**config.mk**
```make
export PLATFORM = sky130hd
export DESIGN_NAME = i2c_slave_tx
export DESIGN_NICKNAME = d
export VERILOG_FILES = /design/src/rtl/i2cst_pkg.sv /design/src/rtl/i2cst_line_mon.sv /design/src/rtl/i2cst_ctl_regs.sv /design/src/rtl/i2cst_engine.sv /design/src/rtl/i2c_slave_tx.sv
export SDC_FILE = /design/constraint.sdc
export NUM_CORES = 1
export LEC_CHECK = 0
export BUFFER_PORTS_ARGS = -buffer_cell sky130_fd_sc_hd__buf_4
export CAP_MARGIN = 10
export CORE_ASPECT_RATIO = 0.7
export CORE_UTILIZATION = 56
export DETAILED_ROUTE_END_ITERATION = 6
export HOLD_SLACK_MARGIN = 0.12
export PLACE_DENSITY = 0.8
export REMOVE_ABC_BUFFERS = 1
export SYNTH_ARGS = -nofsm -noshare
export SYNTH_HDL_FRONTEND = slang
export SYNTH_SLANG_ARGS = --single-unit
```
**constraint.sdc**
```tcl
create_clock -name clk -period 1.7 [get_ports clk]
set_clock_uncertainty 0.1 [all_clocks]
set_input_delay 0.085 -clock clk [delete_from_list [all_inputs] [get_ports clk]]
set_output_delay 0.085 -clock clk [all_outputs]
set_load 0.05 [all_outputs]
```
**src/rtl/i2cst_pkg.sv**
```systemverilog
package i2cst_pkg;
  localparam logic [7:0] STS_SLA_R_ACK = 8'hA8;
  localparam logic [7:0] STS_ARB_SLA_R = 8'hB0;
  localparam logic [7:0] STS_DATA_ACK  = 8'hB8;
  localparam logic [7:0] STS_DATA_NACK = 8'hC0;
  localparam logic [7:0] STS_LAST_ACK  = 8'hC8;
  localparam logic [7:0] STS_IDLE      = 8'hF8;
  localparam logic [7:0] STS_BUS_ERR   = 8'h00;

  localparam int CTL_W  = 5;
  localparam int CB_ACK = 0;
  localparam int CB_GCE = 1;
  localparam int CB_STO = 2;
  localparam int CB_STA = 3;
  localparam int CB_FLG = 4;

  typedef enum logic [2:0] {
    PH_IDLE,
    PH_ADDR,
    PH_AACK,
    PH_HOLD,
    PH_TX,
    PH_ACK,
    PH_ERR
  } phase_e;
endpackage

```
**src/rtl/i2cst_line_mon.sv**
```systemverilog
module i2cst_line_mon #(
  parameter int SYNC_STAGES = 2
) (
  input  logic clk,
  input  logic rst_n,
  input  logic scl_i,
  input  logic sda_i,
  output logic scl_rise,
  output logic scl_fall,
  output logic start_det,
  output logic stop_det,
  output logic sda_lvl
);
  localparam int LINES = 2;

  logic [LINES-1:0] pins;
  logic [LINES-1:0] lvl;
  logic [LINES-1:0] lvl_prev_q;

  assign pins = {sda_i, scl_i};

  genvar g;
  generate
    for (g = 0; g < LINES; g++) begin : g_line
      logic [SYNC_STAGES-1:0] chain_q;
      always_ff @(posedge clk or negedge rst_n) begin
        if (!rst_n) chain_q <= '1;
        else        chain_q <= {chain_q[SYNC_STAGES-2:0], pins[g]};
      end
      assign lvl[g] = chain_q[SYNC_STAGES-1];
    end
  endgenerate

  always_ff @(posedge clk or negedge rst_n) begin
    if (!rst_n) lvl_prev_q <= '1;
    else        lvl_prev_q <= lvl;
  end

  assign scl_rise  = lvl[0] & ~lvl_prev_q[0];
  assign scl_fall  = ~lvl[0] & lvl_prev_q[0];
  assign start_det = lvl[0] & lvl_prev_q[0] & lvl_prev_q[1] & ~lvl[1];
  assign stop_det  = lvl[0] & lvl_prev_q[0] & ~lvl_prev_q[1] & lvl[1];
  assign sda_lvl   = lvl[1];
endmodule

```
**src/rtl/i2cst_ctl_regs.sv**
```systemverilog
module i2cst_ctl_regs
  import i2cst_pkg::*;
(
  input  logic             clk,
  input  logic             rst_n,
  input  logic             ctl_we,
  input  logic [CTL_W-1:0] ctl_wdata,
  input  logic             leave_evt,
  output logic             ack_en,
  output logic             gc_en,
  output logic             stop_req,
  output logic             sta_req,
  output logic             flag_clr,
  output logic             start_pending
);
  logic ack_q, gc_q, sto_q, sta_q, clr_q, pend_q;
  logic ack_d, gc_d, sto_d, sta_d, clr_d, pend_d;

  always_comb begin
    ack_d  = ack_q;
    gc_d   = gc_q;
    sta_d  = sta_q;
    sto_d  = 1'b0;
    clr_d  = 1'b0;
    pend_d = pend_q;
    if (ctl_we) begin
      ack_d = ctl_wdata[CB_ACK];
      gc_d  = ctl_wdata[CB_GCE];
      sta_d = ctl_wdata[CB_STA];
      sto_d = ctl_wdata[CB_STO];
      clr_d = ~ctl_wdata[CB_FLG];
      if (!ctl_wdata[CB_STA]) pend_d = 1'b0;
    end
    if (leave_evt && sta_q) pend_d = 1'b1;
  end

  always_ff @(posedge clk or negedge rst_n) begin
    if (!rst_n) begin
      ack_q  <= 1'b0;
      gc_q   <= 1'b0;
      sto_q  <= 1'b0;
      sta_q  <= 1'b0;
      clr_q  <= 1'b0;
      pend_q <= 1'b0;
    end else begin
      ack_q  <= ack_d;
      gc_q   <= gc_d;
      sto_q  <= sto_d;
      sta_q  <= sta_d;
      clr_q  <= clr_d;
      pend_q <= pend_d;
    end
  end

  assign ack_en        = ack_q;
  assign gc_en         = gc_q;
  assign stop_req      = sto_q;
  assign sta_req       = sta_q;
  assign flag_clr      = clr_q;
  assign start_pending = pend_q;

  assert_stop_selfclear_R10: assert property (@(posedge clk) disable iff (!rst_n)
    (sto_q && !ctl_we) |=> !sto_q)
    else $error("stop bit did not clear itself");

  assert_pending_from_request_R11: assert property (@(posedge clk) disable iff (!rst_n)
    $rose(pend_q) |-> $past(sta_q))
    else $error("start pending raised without a request");
endmodule

```
**src/rtl/i2cst_engine.sv**
```systemverilog
module i2cst_engine
  import i2cst_pkg::*;
#(
  parameter int ADDR_W = 7
) (
  input  logic              clk,
  input  logic              rst_n,
  input  logic              scl_rise,
  input  logic              scl_fall,
  input  logic              start_det,
  input  logic              stop_det,
  input  logic              sda_lvl,
  input  logic [ADDR_W-1:0] own_addr,
  input  logic              arb_lost,
  input  logic              data_we,
  input  logic [ADDR_W:0]   data_wdata,
  input  logic              ack_en,
  input  logic              flag_clr,
  input  logic              stop_req,
  output logic [7:0]        status,
  output logic              si,
  output logic              scl_oe,
  output logic              sda_oe,
  output logic              leave_evt
);
  localparam int FRAME_W = ADDR_W + 1;
  localparam int CNT_W   = $clog2(FRAME_W + 1);
  localparam logic [CNT_W-1:0] CNT_FULL = CNT_W'(FRAME_W);
  localparam logic [CNT_W-1:0] CNT_LAST = CNT_W'(FRAME_W - 1);

  phase_e             phase_q, phase_d;
  logic [7:0]         status_q, status_d;
  logic               si_q, si_d;
  logic [FRAME_W-1:0] sh_q, sh_d;
  logic [FRAME_W-1:0] hold_q;
  logic [CNT_W-1:0]   cnt_q, cnt_d;
  logic               last_q, last_d;
  logic               ack_q, ack_d;
  logic               sda_q, sda_d;
  logic               lost_q, lost_d;
  logic               leave_q, leave_d;
  logic               bus_cond;

  assign bus_cond = start_det | stop_det;

  always_ff @(posedge clk or negedge rst_n) begin
    if (!rst_n)       hold_q <= '0;
    else if (data_we) hold_q <= data_wdata;
  end

  always_comb begin
    phase_d  = phase_q;
    status_d = status_q;
    si_d     = si_q;
    sh_d     = sh_q;
    cnt_d    = cnt_q;
    last_d   = last_q;
    ack_d    = ack_q;
    sda_d    = sda_q;
    lost_d   = lost_q | arb_lost;
    leave_d  = 1'b0;
    if (stop_req) begin
      phase_d  = PH_IDLE;
      status_d = STS_IDLE;
      si_d     = 1'b0;
      sda_d    = 1'b0;
      lost_d   = 1'b0;
    end else begin
      case (phase_q)
        PH_IDLE: begin
          if (start_det && ack_en) begin
            phase_d = PH_ADDR;
            cnt_d   = '0;
          end
        end
        PH_ADDR: begin
          if (start_det) begin
            cnt_d = '0;
          end else if (stop_det) begin
            phase_d = PH_IDLE;
          end else if (scl_rise && cnt_q != CNT_FULL) begin
            sh_d  = {sh_q[FRAME_W-2:0], sda_lvl};
            cnt_d = cnt_q + 1'b1;
          end else if (scl_fall && cnt_q == CNT_FULL) begin
            if (sh_q[FRAME_W-1:1] == own_addr && sh_q[0]) begin
              phase_d = PH_AACK;
              sda_d   = 1'b1;
            end else begin
              phase_d = PH_IDLE;
            end
          end
        end
        PH_AACK: begin
          if (bus_cond) begin
            phase_d  = PH_ERR;
            status_d = STS_BUS_ERR;
            si_d     = 1'b1;
            sda_d    = 1'b0;
          end else if (scl_fall) begin
            phase_d  = PH_HOLD;
            sda_d    = 1'b0;
            si_d     = 1'b1;
            status_d = lost_q ? STS_ARB_SLA_R : STS_SLA_R_ACK;
            lost_d   = arb_lost;
          end
        end
        PH_HOLD: begin
          if (flag_clr) begin
            si_d = 1'b0;
            if (status_q == STS_DATA_NACK || status_q == STS_LAST_ACK) begin
              phase_d  = PH_IDLE;
              status_d = STS_IDLE;
              leave_d  = 1'b1;
            end else begin
              phase_d = PH_TX;
              sh_d    = hold_q;
              last_d  = ~ack_en;
              cnt_d   = '0;
              sda_d   = ~hold_q[FRAME_W-1];
            end
          end
        end
        PH_TX: begin
          if (bus_cond) begin
            phase_d  = PH_ERR;
            status_d = STS_BUS_ERR;
            si_d     = 1'b1;
            sda_d    = 1'b0;
          end else if (scl_fall) begin
            cnt_d = cnt_q + 1'b1;
            if (cnt_q == CNT_LAST) begin
              sda_d   = 1'b0;
              phase_d = PH_ACK;
            end else begin
              sh_d  = {sh_q[FRAME_W-2:0], 1'b0};
              sda_d = ~sh_q[FRAME_W-2];
            end
          end
        end
        PH_ACK: begin
          if (bus_cond) begin
            phase_d  = PH_ERR;
            status_d = STS_BUS_ERR;
            si_d     = 1'b1;
          end else if (scl_rise) begin
            ack_d = ~sda_lvl;
          end else if (scl_fall) begin
            phase_d = PH_HOLD;
            si_d    = 1'b1;
            if (!ack_q)      status_d = STS_DATA_NACK;
            else if (last_q) status_d = STS_LAST_ACK;
            else             status_d = STS_DATA_ACK;
          end
        end
        PH_ERR: begin
          sda_d = 1'b0;
        end
        default: begin
          phase_d = PH_IDLE;
        end
      endcase
    end
  end

  always_ff @(posedge clk or negedge rst_n) begin
    if (!rst_n) begin
      phase_q  <= PH_IDLE;
      status_q <= STS_IDLE;
      si_q     <= 1'b0;
      sh_q     <= '0;
      cnt_q    <= '0;
      last_q   <= 1'b0;
      ack_q    <= 1'b0;
      sda_q    <= 1'b0;
      lost_q   <= 1'b0;
      leave_q  <= 1'b0;
    end else begin
      phase_q  <= phase_d;
      status_q <= status_d;
      si_q     <= si_d;
      sh_q     <= sh_d;
      cnt_q    <= cnt_d;
      last_q   <= last_d;
      ack_q    <= ack_d;
      sda_q    <= sda_d;
      lost_q   <= lost_d;
      leave_q  <= leave_d;
    end
  end

  assign status    = status_q;
  assign si        = si_q;
  assign scl_oe    = (phase_q == PH_HOLD);
  assign sda_oe    = sda_q;
  assign leave_evt = leave_q;

  assert_idle_flag_low_R7: assert property (@(posedge clk) disable iff (!rst_n)
    (status_q == STS_IDLE) |-> !si_q)
    else $error("flag set with idle status");

  assert_err_released_R10: assert property (@(posedge clk) disable iff (!rst_n)
    (status_q == STS_BUS_ERR) |-> (!scl_oe && !sda_oe))
    else $error("bus held during bus error");

  assert_stretch_while_flag_R3: assert property (@(posedge clk) disable iff (!rst_n)
    (si_q && status_q != STS_BUS_ERR) |-> scl_oe)
    else $error("clock not stretched while flag set");

  assert_last_marks_c8_R6: assert property (@(posedge clk) disable iff (!rst_n)
    (status_q == STS_LAST_ACK) |-> last_q)
    else $error("C8 reported for a byte not marked last");
endmodule

```
**src/rtl/i2c_slave_tx.sv**
```systemverilog
module i2c_slave_tx
  import i2cst_pkg::*;
#(
  parameter int ADDR_W      = 7,
  parameter int SYNC_STAGES = 2
) (
  input  logic              clk,
  input  logic              rst_n,
  input  logic              scl_i,
  input  logic              sda_i,
  output logic              scl_oe,
  output logic              sda_oe,
  input  logic [ADDR_W-1:0] own_addr,
  input  logic              arb_lost,
  input  logic              data_we,
  input  logic [ADDR_W:0]   data_wdata,
  input  logic              ctl_we,
  input  logic [4:0]        ctl_wdata,
  output logic [7:0]        status,
  output logic [4:0]        ctl_rdata,
  output logic              irq,
  output logic              start_pending,
  output logic              addr_listen,
  output logic              gcall_listen
);
  localparam int RST_STAGES = 2;

  logic [RST_STAGES-1:0] rst_pipe_q;
  logic rst_n_s;
  logic scl_rise, scl_fall, start_det, stop_det, sda_lvl;
  logic ack_en, gc_en, stop_req, sta_req, flag_clr, leave_evt, si;

  always_ff @(posedge clk or negedge rst_n) begin
    if (!rst_n) rst_pipe_q <= '0;
    else        rst_pipe_q <= {rst_pipe_q[RST_STAGES-2:0], 1'b1};
  end
  assign rst_n_s = rst_pipe_q[RST_STAGES-1];

  i2cst_line_mon #(.SYNC_STAGES(SYNC_STAGES)) u_mon (
    .clk       (clk),
    .rst_n     (rst_n_s),
    .scl_i     (scl_i),
    .sda_i     (sda_i),
    .scl_rise  (scl_rise),
    .scl_fall  (scl_fall),
    .start_det (start_det),
    .stop_det  (stop_det),
    .sda_lvl   (sda_lvl)
  );

  i2cst_ctl_regs u_ctl (
    .clk           (clk),
    .rst_n         (rst_n_s),
    .ctl_we        (ctl_we),
    .ctl_wdata     (ctl_wdata),
    .leave_evt     (leave_evt),
    .ack_en        (ack_en),
    .gc_en         (gc_en),
    .stop_req      (stop_req),
    .sta_req       (sta_req),
    .flag_clr      (flag_clr),
    .start_pending (start_pending)
  );

  i2cst_engine #(.ADDR_W(ADDR_W)) u_eng (
    .clk        (clk),
    .rst_n      (rst_n_s),
    .scl_rise   (scl_rise),
    .scl_fall   (scl_fall),
    .start_det  (start_det),
    .stop_det   (stop_det),
    .sda_lvl    (sda_lvl),
    .own_addr   (own_addr),
    .arb_lost   (arb_lost),
    .data_we    (data_we),
    .data_wdata (data_wdata),
    .ack_en     (ack_en),
    .flag_clr   (flag_clr),
    .stop_req   (stop_req),
    .status     (status),
    .si         (si),
    .scl_oe     (scl_oe),
    .sda_oe     (sda_oe),
    .leave_evt  (leave_evt)
  );

  assign irq          = si;
  assign ctl_rdata    = {si, sta_req, stop_req, gc_en, ack_en};
  assign addr_listen  = ack_en;
  assign gcall_listen = ack_en & gc_en;
endmodule

```
==> results of run 1 <==
==> stage by stage <==
step | cell area [µm²] | TNS (ns) | utilization | hold slack, ns | worst slack (ns)
2_1_floorplan | 2580 | -8.81 | - | -0.311 | -0.593
3_5_place_dp | 3450 | -8.11 | 0.771 | -0.231 | -0.435
4_1_cts | 4230 | -6.21 | 0.945 | 0.156 | -0.313
3_3_place_gp | 3450 | -6.98 | 0.771 | -0.233 | -0.380
==> logic make-up after synthesis <==
kind of cell,synth area share
compound gates,0.139
xor+xnor,0.0261
fa+ha+maj,0.0187
buf+inv,0.0485
flops,0.453
mux,0.117
other cells,0.00280
simple gates,0.195
==> what timing repair did <==
item                                   CTS
setup buffers                           20
resized for setup                       57
pin swaps                               24
setup endpoints to repair               25
endpoints found under the hold margin   19
hold buffers                            33
==> routing by layer <==
layer	global-route usage	overflow
met5	0.0808	0
met4	0.964	53
met2	1.01	64
met1	0.762	0
met3	0.559	1
==> reports/qor.csv, run 1 <==
metric,value,unit
ios,46,
gr-total-overflow,118,
yosys.area.top_type_share,0.345,
port-buffer-count,42,
synth_warnings,0,
dp_hpwl,4940,µm
status,stopped before the end,
clock_sinks,48,
endpoint_type,register input,
synth.most_common_cell,dfrtp_1,
synth_area_leader_cell,dfrtp_1,
synthCells,267,
synth-main-ff-cell,dfrtp_1,
gr-usage-all-layers,0.788,
syn_area_per_cell,10.0,µm²
ctsRootBufferMaster,clkbuf_8,
die_y,59.9,µm
die_w,84.7,µm
worst_endpoint,u_eng.cnt_q[2]$_DFFE_PN0P_/D,
synthTopCellsByArea,"dfrtp_1 35%, mux2_2 11%, dfstp_2 11%",
synth_common_cells,"37 x dfrtp_1, 36 x nand2_1, 26 x mux2_2",
start_util,0.599,
grt_max_degree,47,
rows,20,
ys_seq_area_frac,0.453,
synthArstFlopShare,1.00,
ctsLongestPathBuffers,2,
cts_made_buffers,5,
synth-edff-count,0,
stop_error,[ERROR GRT-0232] Routing congestion too high. Check the congestion heatmap in the GUI.,
synth-seq-cells,48,
htreeDepth,2,
dp.cells,411,
gp_congestion,0.991,
lastStage,global routing,
syn-cell-area,2680,µm²
synth.distinct_cells,55,
==> inputs of run 2 (changes only) <==
CORE_ASPECT_RATIO = unset   (was 0.7)
CORE_UTILIZATION = 40   (was 56)
HOLD_SLACK_MARGIN = unset   (was 0.12)
PLACE_DENSITY = unset   (was 0.8)
PLACE_DENSITY_LB_ADDON = 0.15   (was unset)
==> run 2 against run 1 <==
Net effect: the flow now finishes, with violations (negative setup slack); synthesized area did not move; synthesized cell count did not move.
==> reports/qor.csv, run 2 <==
metric,value,unit,change
status,finished with violations,,
violations,negative setup slack,,
synth-main-ff-cell,dfrtp_1,,
critPathArrivalTime,2.22,ns,
gr-total-overflow,0,,
crit_path_end_kind,flip-flop,,
vias_per_cell,5.08,,
r2r_cells,9,,
yosys.area.top_type_share,0.345,,unchanged
gr-usage-all-layers,0.214,,
start_util,0.418,,-0.181
start_kind,flip-flop,,
drive_above_1_share,0.515,,
synth-edff-count,0,,unchanged
die_y,83.9,µm,+40%
path_clk_slew,0.10,ns,
mostFrequentLayoutCells,"116 x buf_4, 35 x nand2_1, 33 x dfrtp_1",,
stdcell_count,489,,
hold_path_depth,3,,
clk_latency,0.31,ns,
antenna_left,0,,
path_depth,9,,
path_class,reg -> reg,,
grtUsageMet2,0.364,,
cell_internal_pwr,3.48,mW,
cp_num_buf_inv,2,,
routedWlPerCell,14.8,µm,
worstPathRequired,1.79,ns,
switchingPower,2.14,mW,
cp_slowest_cell,dfrtp_1,,
firstDrtPassIters,4,,
p_seq_frac,0.298,,
grt_pass1_wl,12100,µm,
rows,29,,+45%
fin_ws,-0.432,ns,
grtUsageMet1,0.276,,
synthToLayoutAreaGrowth,60.2,%,
min_period_over_period,1.25,,
ir_drop,0.706,mV,
rsz0062_at_grt,true,,
utilization,0.669,,
fmax,469,MHz,
syn_area_per_cell,10.0,µm²,unchanged
p_sw_frac,0.381,,
synthCells,267,,unchanged
timing.final.hold_violations,0,,
synth.most_common_cell,dfrtp_1,,
nFillCells,496,,
pwr-share-clk,0.129,,
synth-seq-cells,48,,unchanged
cts_made_buffers,5,,unchanged
met3_usage,0.0366,,
p_leak,1.99,nW,
drt_iter0_drc,140,,
antenna-diode-count,0,,
gp_congestion,0.877,,-11%
htreeDepth,2,,unchanged
max-cap-violations,0,,
synth_common_cells,"37 x dfrtp_1, 36 x nand2_1, 26 x mux2_2",,
p_per_area,1310,nW/µm²,
power_frac_comb,0.574,,
ys_seq_area_frac,0.453,,unchanged
antenna_found_initial,0,,
coreArea,6420,µm²,
ios,46,,unchanged
dp.cells,432,,+5.1%
syn-cell-area,2680,µm²,unchanged
die_area,7040,µm²,
grt_max_degree,47,,
hold_path_class,in -> reg,,
vias,2485,,
synthArstFlopShare,1.00,,unchanged
ctsRootBufferMaster,clkbuf_8,,
port-buffer-count,42,,unchanged
synth_warnings,0,,unchanged
clock_sinks,48,,unchanged
slew_violations,0,,
grt_pass1_vias,2620,,
path_cells,"inv_2, ha_4, and3b_2, nor3b_2, nor2_1, o22a_1, nor2_4, buf_12, mux2_4",,
report.final.setup_viol,23,,
nNetsFinal,442,,
path_max_fanout,8,,
drc,0,,
synth.distinct_cells,55,,unchanged
cts_tree,built,,
gr-max-usage-layer,met2,,
cpLargestDelayFamily,simple AND/OR/NAND/NOR gates,,
wirelength,7220,µm,
final_common_cell,buf_4,,
synth_area_leader_cell,dfrtp_1,,
ctsLongestPathBuffers,2,,unchanged
cp_slowest_stage_delay,0.41,ns,
synthTopCellsByArea,"dfrtp_1 35%, mux2_2 11%, dfstp_2 11%",,
die_w,83.9,µm,-0.99%
dp_hpwl,4700,µm,-4.9%
final.min_clock_period,2.13,ns,
run 2: cell counts after synthesis:
No cell type changed its count.
run 2: repair_timing:
| action | 4_1_cts | 5_1_grt |
|---|---|---|
| endpoints found under the hold margin | 19 | 0 |
| resized for setup | 49 | 22 |
| cloned | 1 | 0 |
| hold buffers | 25 | 0 |
| pin swaps | 21 | 11 |
| buffers inserted | 20 | 3 |
| endpoints found under the setup margin | 24 | 23 |
run 2: cell families (layout without fill, tap and decap cells):
family / count (synthesis) / in the layout / share of synthesized area
compound gates: 54 / 54 / 0.139
xor+xnor: 8 / 8 / 0.0261
fa+ha+maj: 4 / 4 / 0.0187
buf+inv: 24 / 167 / 0.0485
flops: 48 / 48 / 0.453
mux: 28 / 28 / 0.117
other cells: 2 / 4 / 0.00280
simple gates: 99 / 99 / 0.195
run 2: stage by stage:
step | power (mW) | instance area, µm² | setup TNS, ns | hold WS [ns] | worst slack (ns)
floorplan | 3.12 | 2580 | -8.81 | -0.311 | -0.593
global placement | 4.08 | 3490 | -7.10 | -0.232 | -0.386
detailed placement | 4.12 | 3490 | -7.95 | -0.231 | -0.461
CTS | 5.40 | 4190 | -5.89 | 0.00403 | -0.313
global route | 5.96 | 4300 | -9.08 | 0.0430 | -0.471
finish | 5.63 | 4300 | -7.58 | 0.0163 | -0.432
run 2: tightest hold or removal path: cells and delay by family:
family | cells | cell delay [ns]
AO/OA/AOI/OAI | 1 | 0.11
buffers and inverters | 1 | 0.14
AND/OR/NAND/NOR | 1 | 0.06
run 2: cell type report:
class,instances,area (µm²),share of cell area
Clock buffer,7,86.3,0.0201
Clock inverter,1,8.76,0.00204
Inverter,6,30.0,0.00699
Multi-Input combinational cell,197,1550,0.360
Sequential cell,48,1220,0.284
Tap cell,77,96.3,0.0224
Timing Repair Buffer,153,1310,0.304
run 2: layer usage:
metal  part of all wire  wire [µm]
met2               0.50       3620
met5                  0          0
met4              0.023        168
met1               0.43       3140
met3              0.041        296
run 2: power groups by stage:
| stage | clock, mW | combinational (mW) | sequential, mW |
|---|---|---|---|
| after floorplan | 0 | 1.07 | 2.05 |
| after detailed placement | 0 | 2.44 | 1.68 |
| final | 0.724 | 3.23 | 1.67 |
| after CTS | 0.748 | 2.99 | 1.66 |
| after global placement | 0 | 2.41 | 1.67 |
| after global routing | 0.776 | 3.47 | 1.71 |
run 2: worst paths after layout:
check                                from             endpoint  slack (ns)
setup reg to reg           u_eng.cnt_q[0]        u_eng.sh_q[5]       -0.43
max in group asynchronous           rst_n        rst_pipe_q[1]        0.83
hold reg to reg             rst_pipe_q[1]          u_eng.ack_q        0.14
setup / recovery           u_eng.cnt_q[0]        u_eng.sh_q[5]       -0.43
hold / removal                     ctl_we  u_ctl.start_pending        0.02
min in group asynchronous   rst_pipe_q[1]          u_eng.ack_q        0.14
No activity file was read; power rests on OpenSTA's default activity.
==> inputs of run 3 (changes only) <==
REMOVE_ABC_BUFFERS = unset   (was 1)
SYNTH_HIERARCHICAL = 1   (was unset)
clock period = 2 ns   (was 1.7 ns; I/O delays follow)
==> run 3 against run 2 <==
Net effect: the flow finishes with violations (design-rule violations, negative setup slack); critical endpoint is now u_eng/sh_q[1]; maximum frequency is 8.4% lower; non-clock buffer count is 30 lower; clock-buffer cell count is 2 lower; synthesized area is 0.23% higher; global-route usage is 0.14 points lower; critical path depth is 2 lower; critical path type unchanged.
==> reports/qor.csv, run 3 <==
metric,value,unit,change
die_w,84.0,µm,+0.12%
synth.distinct_cells,55,,unchanged
synthTopCellsByArea,"dfrtp_1 34%, dfstp_2 11%, mux2_2 10%",,
fin_ws,-0.328,ns,+0.104 ns
synth-seq-cells,48,,unchanged
drt_iter0_drc,226,,+61%
grtUsageMet1,0.258,,-0.0182
synth-edff-count,0,,unchanged
design_area,3850,µm²,-10%
fmax,430,MHz,-8.4%
p_leak,1.80,nW,-9.9%
status,finished with violations,,
grtUsageMet2,0.382,,+0.0179
final_common_cell,buf_4,,
crit_path_end_kind,flip-flop,,
drc,1,,+1
die_y,84.0,µm,+0.12%
synth_area_leader_cell,dfrtp_1,,
gr-max-usage-layer,met2,,
yosys.area.top_type_share,0.344,,-0.000803
mostFrequentLayoutCells,"97 x buf_4, 40 x nand2_1, 36 x dfrtp_1",,
ctsLongestPathBuffers,2,,unchanged
ios,46,,unchanged
grt_pass1_wl,11800,µm,-3.0%
final.min_clock_period,2.33,ns,+0.196 ns
path_max_fanout,8,,unchanged
path_cells,"and4b_1, or3b_1, a22oi_2, nand2_2, a221oi_4, buf_12, mux2_4",,
start_util,0.419,,+0.000974
synthToLayoutAreaGrowth,43.3,%,
nNetsFinal,414,,-6.3%
violations,"design-rule violations, negative setup slack",,
rr_endpoint,u_eng/sh_q[1],,
syn_area_per_cell,9.81,µm²,-2.3%
worstPathRequired,2.10,ns,+0.31 ns
cp_slowest_stage_delay,0.53,ns,+0.12 ns
synth.most_common_cell,nand2_1,,
grt_max_degree,18,,-62%
holdWs,0.0369,ns,+0.0206 ns
syn-cell-area,2690,µm²,+0.23%
wirelength,6870,µm,-4.8%
antenna_left,0,,unchanged
max-cap-violations,0,,unchanged
clk_latency,0.31,ns,about the same
timing.rr.start,u_mon/lvl_prev_q[1],,
place_ws,-0.375,ns,+0.0859 ns
cp_slowest_cell,dfstp_2,,
stdcell_count,463,,-5.3%
rows,29,,unchanged
synthArstFlopShare,1.00,,unchanged
gr-usage-all-layers,0.213,,-0.00141
synth-main-ff-cell,dfrtp_1,,
dpl_cell_area,3440,µm²,-1.2%
crit_path_start,u_mon/lvl_prev_q[1],,
ctsRootBufferMaster,clkbuf_8,,
timing.final.hold_violations,0,,unchanged
total_power,4.89,mW,-13%
htreeDepth,2,,unchanged
firstDrtPassIters,6,,+2
path_class,reg -> reg,,
grt_pass1_vias,2555,,-2.5%
r2r_cells,7,,-2
critPathArrivalTime,2.43,ns,+0.21 ns
coreArea,6420,µm²,unchanged
drive_above_1_share,0.422,,-0.0923
synthCells,274,,+2.6%
port-buffer-count,42,,unchanged
die_area,7050,µm²,+0.24%
synth_warnings,6,,+6
cts_tree,built,,
gr-total-overflow,0,,unchanged
antenna-diode-count,0,,unchanged
start_kind,flip-flop,,
path_clk_slew,0.10,ns,about the same
synth_common_cells,"41 x nand2_1, 37 x dfrtp_1, 24 x mux2_2",,
min_period_over_period,1.16,,-0.0899
cts_made_buffers,5,,unchanged
slew_violations,0,,unchanged
dp_hpwl,4930,µm,+4.9%
p_per_area,1270,nW/µm²,-3.1%
met3_usage,0.0346,,-0.00198
setup_tns,-4.95,ns,+2.64 ns
crit_end,u_eng/sh_q[1],,
gp_congestion,0.872,,-0.59%
antenna_found_initial,0,,unchanged
rsz0062_at_grt,true,,
vias_per_cell,5.27,,+3.6%
clock_sinks,48,,unchanged
ys_seq_area_frac,0.452,,-0.00105
report.final.setup_viol,22,,-4.3%
hold_path_class,in -> reg,,
ir_drop,0.508,mV,-28%
utilization,0.600,,-0.0692
vias,2438,,-1.9%
r2r_slack,-0.33,ns,+0.10 ns
routedWlPerCell,14.8,µm,+0.53%
dp.cells,429,,-0.69%
[run 3: changes by cell type after synthesis, sizes merged, moves of 3 or more]
cell	before	now
clkbuf	3	7
nor2b	10	7
o31ai	2	5
nor2	16	13
o21ai	20	12
nand2	36	41
o211ai	2	5
inv	6	12
o22ai	0	4
[run 3: how the worst min path moves through the flow]
| stage | from | to | slack (ns) | cells after the start |
|---|---|---|---|---|
| final | data_we | u_eng/hold_q[5] | 0.04 | 2 |
| after global routing | ctl_we | u_ctl/start_pending | 0.03 | 3 |
| after CTS | ctl_we | u_ctl/start_pending | 0.03 | 3 |
| after detailed placement | rst_n | rst_pipe_q[0] | -0.21 | 1 |
| after global placement | rst_n | rst_pipe_q[0] | -0.22 | 1 |
| after floorplan | rst_n | rst_pipe_q[0] | -0.30 | 0 |
[run 3: critical path, delay by kind of cell (launching register included)]
family	cells	cell delay [ns]
compound gates	2	0.44
buf+inv	1	0.18
flops	1	0.53
mux	1	0.30
simple gates	3	0.67
[run 3: kinds of logic after synthesis]
kind of cell | Yosys count | share of synthesized area
and+or+nand+nor | 97 | 0.184
AOI/OAI and AO/OA | 55 | 0.146
DFF | 48 | 0.452
buffers and inverters | 34 | 0.0637
muxes | 29 | 0.120
xor gates and xnor gates | 7 | 0.0228
adders and majority gates | 2 | 0.00931
other | 2 | 0.00279
[run 3: cell type report]
type                            instances  area (µm²)
Multi-Input combinational cell        194        1380
Sequential cell                        48        1220
Timing Repair Buffer                  123        1020
Clock inverter                          3        21.3
Clock buffer                            5        68.8
Fill cell                             552        2570
Tap cell                               77        96.3
Inverter                               13        48.8
[run 3: timing repair]
action	CTS	global route
setup buffers	3	0
gates resized for setup	15	3
pin swaps	6	1
hold buffers	23	0
endpoints found under the hold margin	19	0
setup endpoints to repair	23	23
[run 3: power by group]
part,internal [mW],switching (mW)
Sequential,1.23,0.216
Combinational,1.41,1.42
Clock,0.249,0.355
[run 3: routing by layer]
| layer | vias up | routed length, µm |
|---|---|---|
| met5 | - | 0 |
| met4 | 0 | 133 |
| met3 | 12 | 323 |
| met2 | 86 | 3480 |
| met1 | 1165 | 2940 |
| li1 | 1175 | - |
==> inputs of run 4 (changes only) <==
CORE_ASPECT_RATIO = 0.9   (was unset)
CORE_UTILIZATION = 26   (was 40)
==> run 4 against run 3 <==
Net effect: the flow finishes with violations (negative setup slack); clock power grew 46%; sequential share of layout area shrank 1.0 points; design area grew 3.4%; utilization shrank 20 points; maximum frequency shrank 0.68%; non-clock buffer count grew 1; setup slack lost 0.016 ns; combinational power is essentially flat; via count shrank 2.7%; critical endpoint is now u_eng/sh_q[7].
==> reports/qor.csv, run 4 (synthesis gave the netlist of run 3 again) <==
metric,value,unit,change
drc,0,,-1
final.min_clock_period,2.34,ns,+0.0160 ns
ctsRootBufferMaster,clkbuf_16,,
die_y,98.5,µm,+17%
coreArea,9870,µm²,+54%
wirelength,7250,µm,+5.5%
start_util,0.272,,-0.146
dp_hpwl,5460,µm,+11%
antenna_found_initial,0,,unchanged
status,finished with violations,,
p_per_area,1300,nW/µm²,+2.5%
htreeDepth,2,,unchanged
grt_pass1_wl,12000,µm,+2.2%
port-buffer-count,42,,unchanged
p_leak,1.84,nW,+2.2%
antenna_left,0,,unchanged
drt_iter0_drc,55,,-76%
vias_per_cell,4.62,,-12%
antenna-diode-count,0,,unchanged
grt_max_degree,27,,+9
cts_made_buffers,5,,unchanged
grt_pass1_vias,2403,,-5.9%
place_ws,-0.395,ns,-0.0197 ns
violations,negative setup slack,,
timing.rr.start,u_mon/lvl_prev_q[1],,
die_w,109,µm,+30%
clock_sinks,48,,unchanged
cts_tree,built,,
synthToLayoutAreaGrowth,48.1,%,
vias,2371,,-2.7%
gr-total-overflow,0,,unchanged
rsz0062_at_grt,true,,
gr-usage-all-layers,0.146,,-0.0668
max-cap-violations,0,,unchanged
path_max_fanout,8,,unchanged
routedWlPerCell,14.1,µm,-4.8%
timing.final.hold_violations,0,,unchanged
clk_latency,0.29,ns,-0.02 ns
ctsLongestPathBuffers,2,,unchanged
nNetsFinal,415,,+0.24%
mostFrequentLayoutCells,"97 x buf_4, 40 x nand2_1, 36 x dfrtp_1",,
ios,46,,unchanged
gp_congestion,0.863,,-1.1%
die_area,10800,µm²,+52%
report.final.setup_viol,23,,+4.5%
final_common_cell,buf_4,,
fmax,427,MHz,-0.68%
worstPathRequired,2.08,ns,-0.02 ns
min_period_over_period,1.17,,+0.00802
critPathArrivalTime,2.42,ns,about the same
firstDrtPassIters,4,,-2
total_power,5.18,mW,+5.9%
fin_ws,-0.344,ns,-0.0160 ns
slew_violations,0,,unchanged
crit_path_end_kind,flip-flop,,
drive_above_1_share,0.413,,-0.00884
path_class,reg -> reg,,
hold_path_class,in -> async,,
ir_drop,0.571,mV,+12%
start_kind,flip-flop,,
crit_path_start,u_mon/lvl_prev_q[1],,
rows,34,,+17%
path_clk_slew,0.07,ns,-0.03 ns
==> run 4: cell count changes in the layout (fill, tap and decap cells not counted), sizes merged <==
cell and change:
buf +2, clkbuf +2, clkinvlp -1, dlygate4sd3 -1
inv -1
==> run 4: worst max-delay path, stage by stage (launching register included) <==
cell and delay, ns:
dfstp_2 0.52, and4b_1 0.22, or3b_1 0.39, a22oi_2 0.16, nand2_1 0.11, a221oi_4 0.25
buf_12 0.18, mux2_4 0.30
==> run 4: final timing paths <==
check / endpoint / slack [ns] / cells past startpoint
max in group asynchronous: u_eng/status[3] / 1.09 / 1
max reg2reg: u_eng/sh_q[7] / -0.34 / 7
min: rst_pipe_q[1] / 0.02 / 2
min reg2reg: u_eng/hold_q[5] / 0.13 / 0
min in group clk: u_eng/hold_q[2] / 0.05 / 2
max: u_eng/sh_q[7] / -0.34 / 7
==> run 4: cell type report <==
class                      instances  area (µm²)
clock buffer                       7         143
clock inverter                     1        8.76
fill                            1000        5890
inverter                          13        48.8
multi-input combinational        194        1380
sequential                        48        1220
tap                              126         158
timing repair buffer             124        1030
==> run 4: routing by layer <==
layer	track usage	wire [µm]
met5	0	0
met4	0.0421	93
met3	0.0245	274
met2	0.231	3370
met1	0.204	3510
==> run 4: per-stage QoR <==
stage	instances	utilization	instance area [µm²]	TNS, ns	hold WS (ns)
after global placement	479	0.356	3510	-5.60	-0.216
after CTS	513	0.403	3980	-5.75	0.0168
after floorplan	276	-	2720	-4.99	-0.296
final	513	0.404	3980	-5.65	0.0245
after detailed placement	479	0.356	3510	-6.05	-0.215
after global routing	513	0.404	3980	-8.29	0.0426
==> run 4: timing repair <==
item                                    in CTS  in global routing
resized for setup                           15                  1
hold endpoints to repair                    18                  0
pin swaps                                    6                  0
hold buffers                                22                  0
endpoints found under the setup margin      23                 24
buffers inserted                             4                  0
==> run 4: power breakdown <==
| group | internal [mW] | switching, mW |
|---|---|---|
| clock network | 0.502 | 0.380 |
| registers | 1.24 | 0.214 |
| logic | 1.41 | 1.43 |
| total | 3.15 | 2.03 |
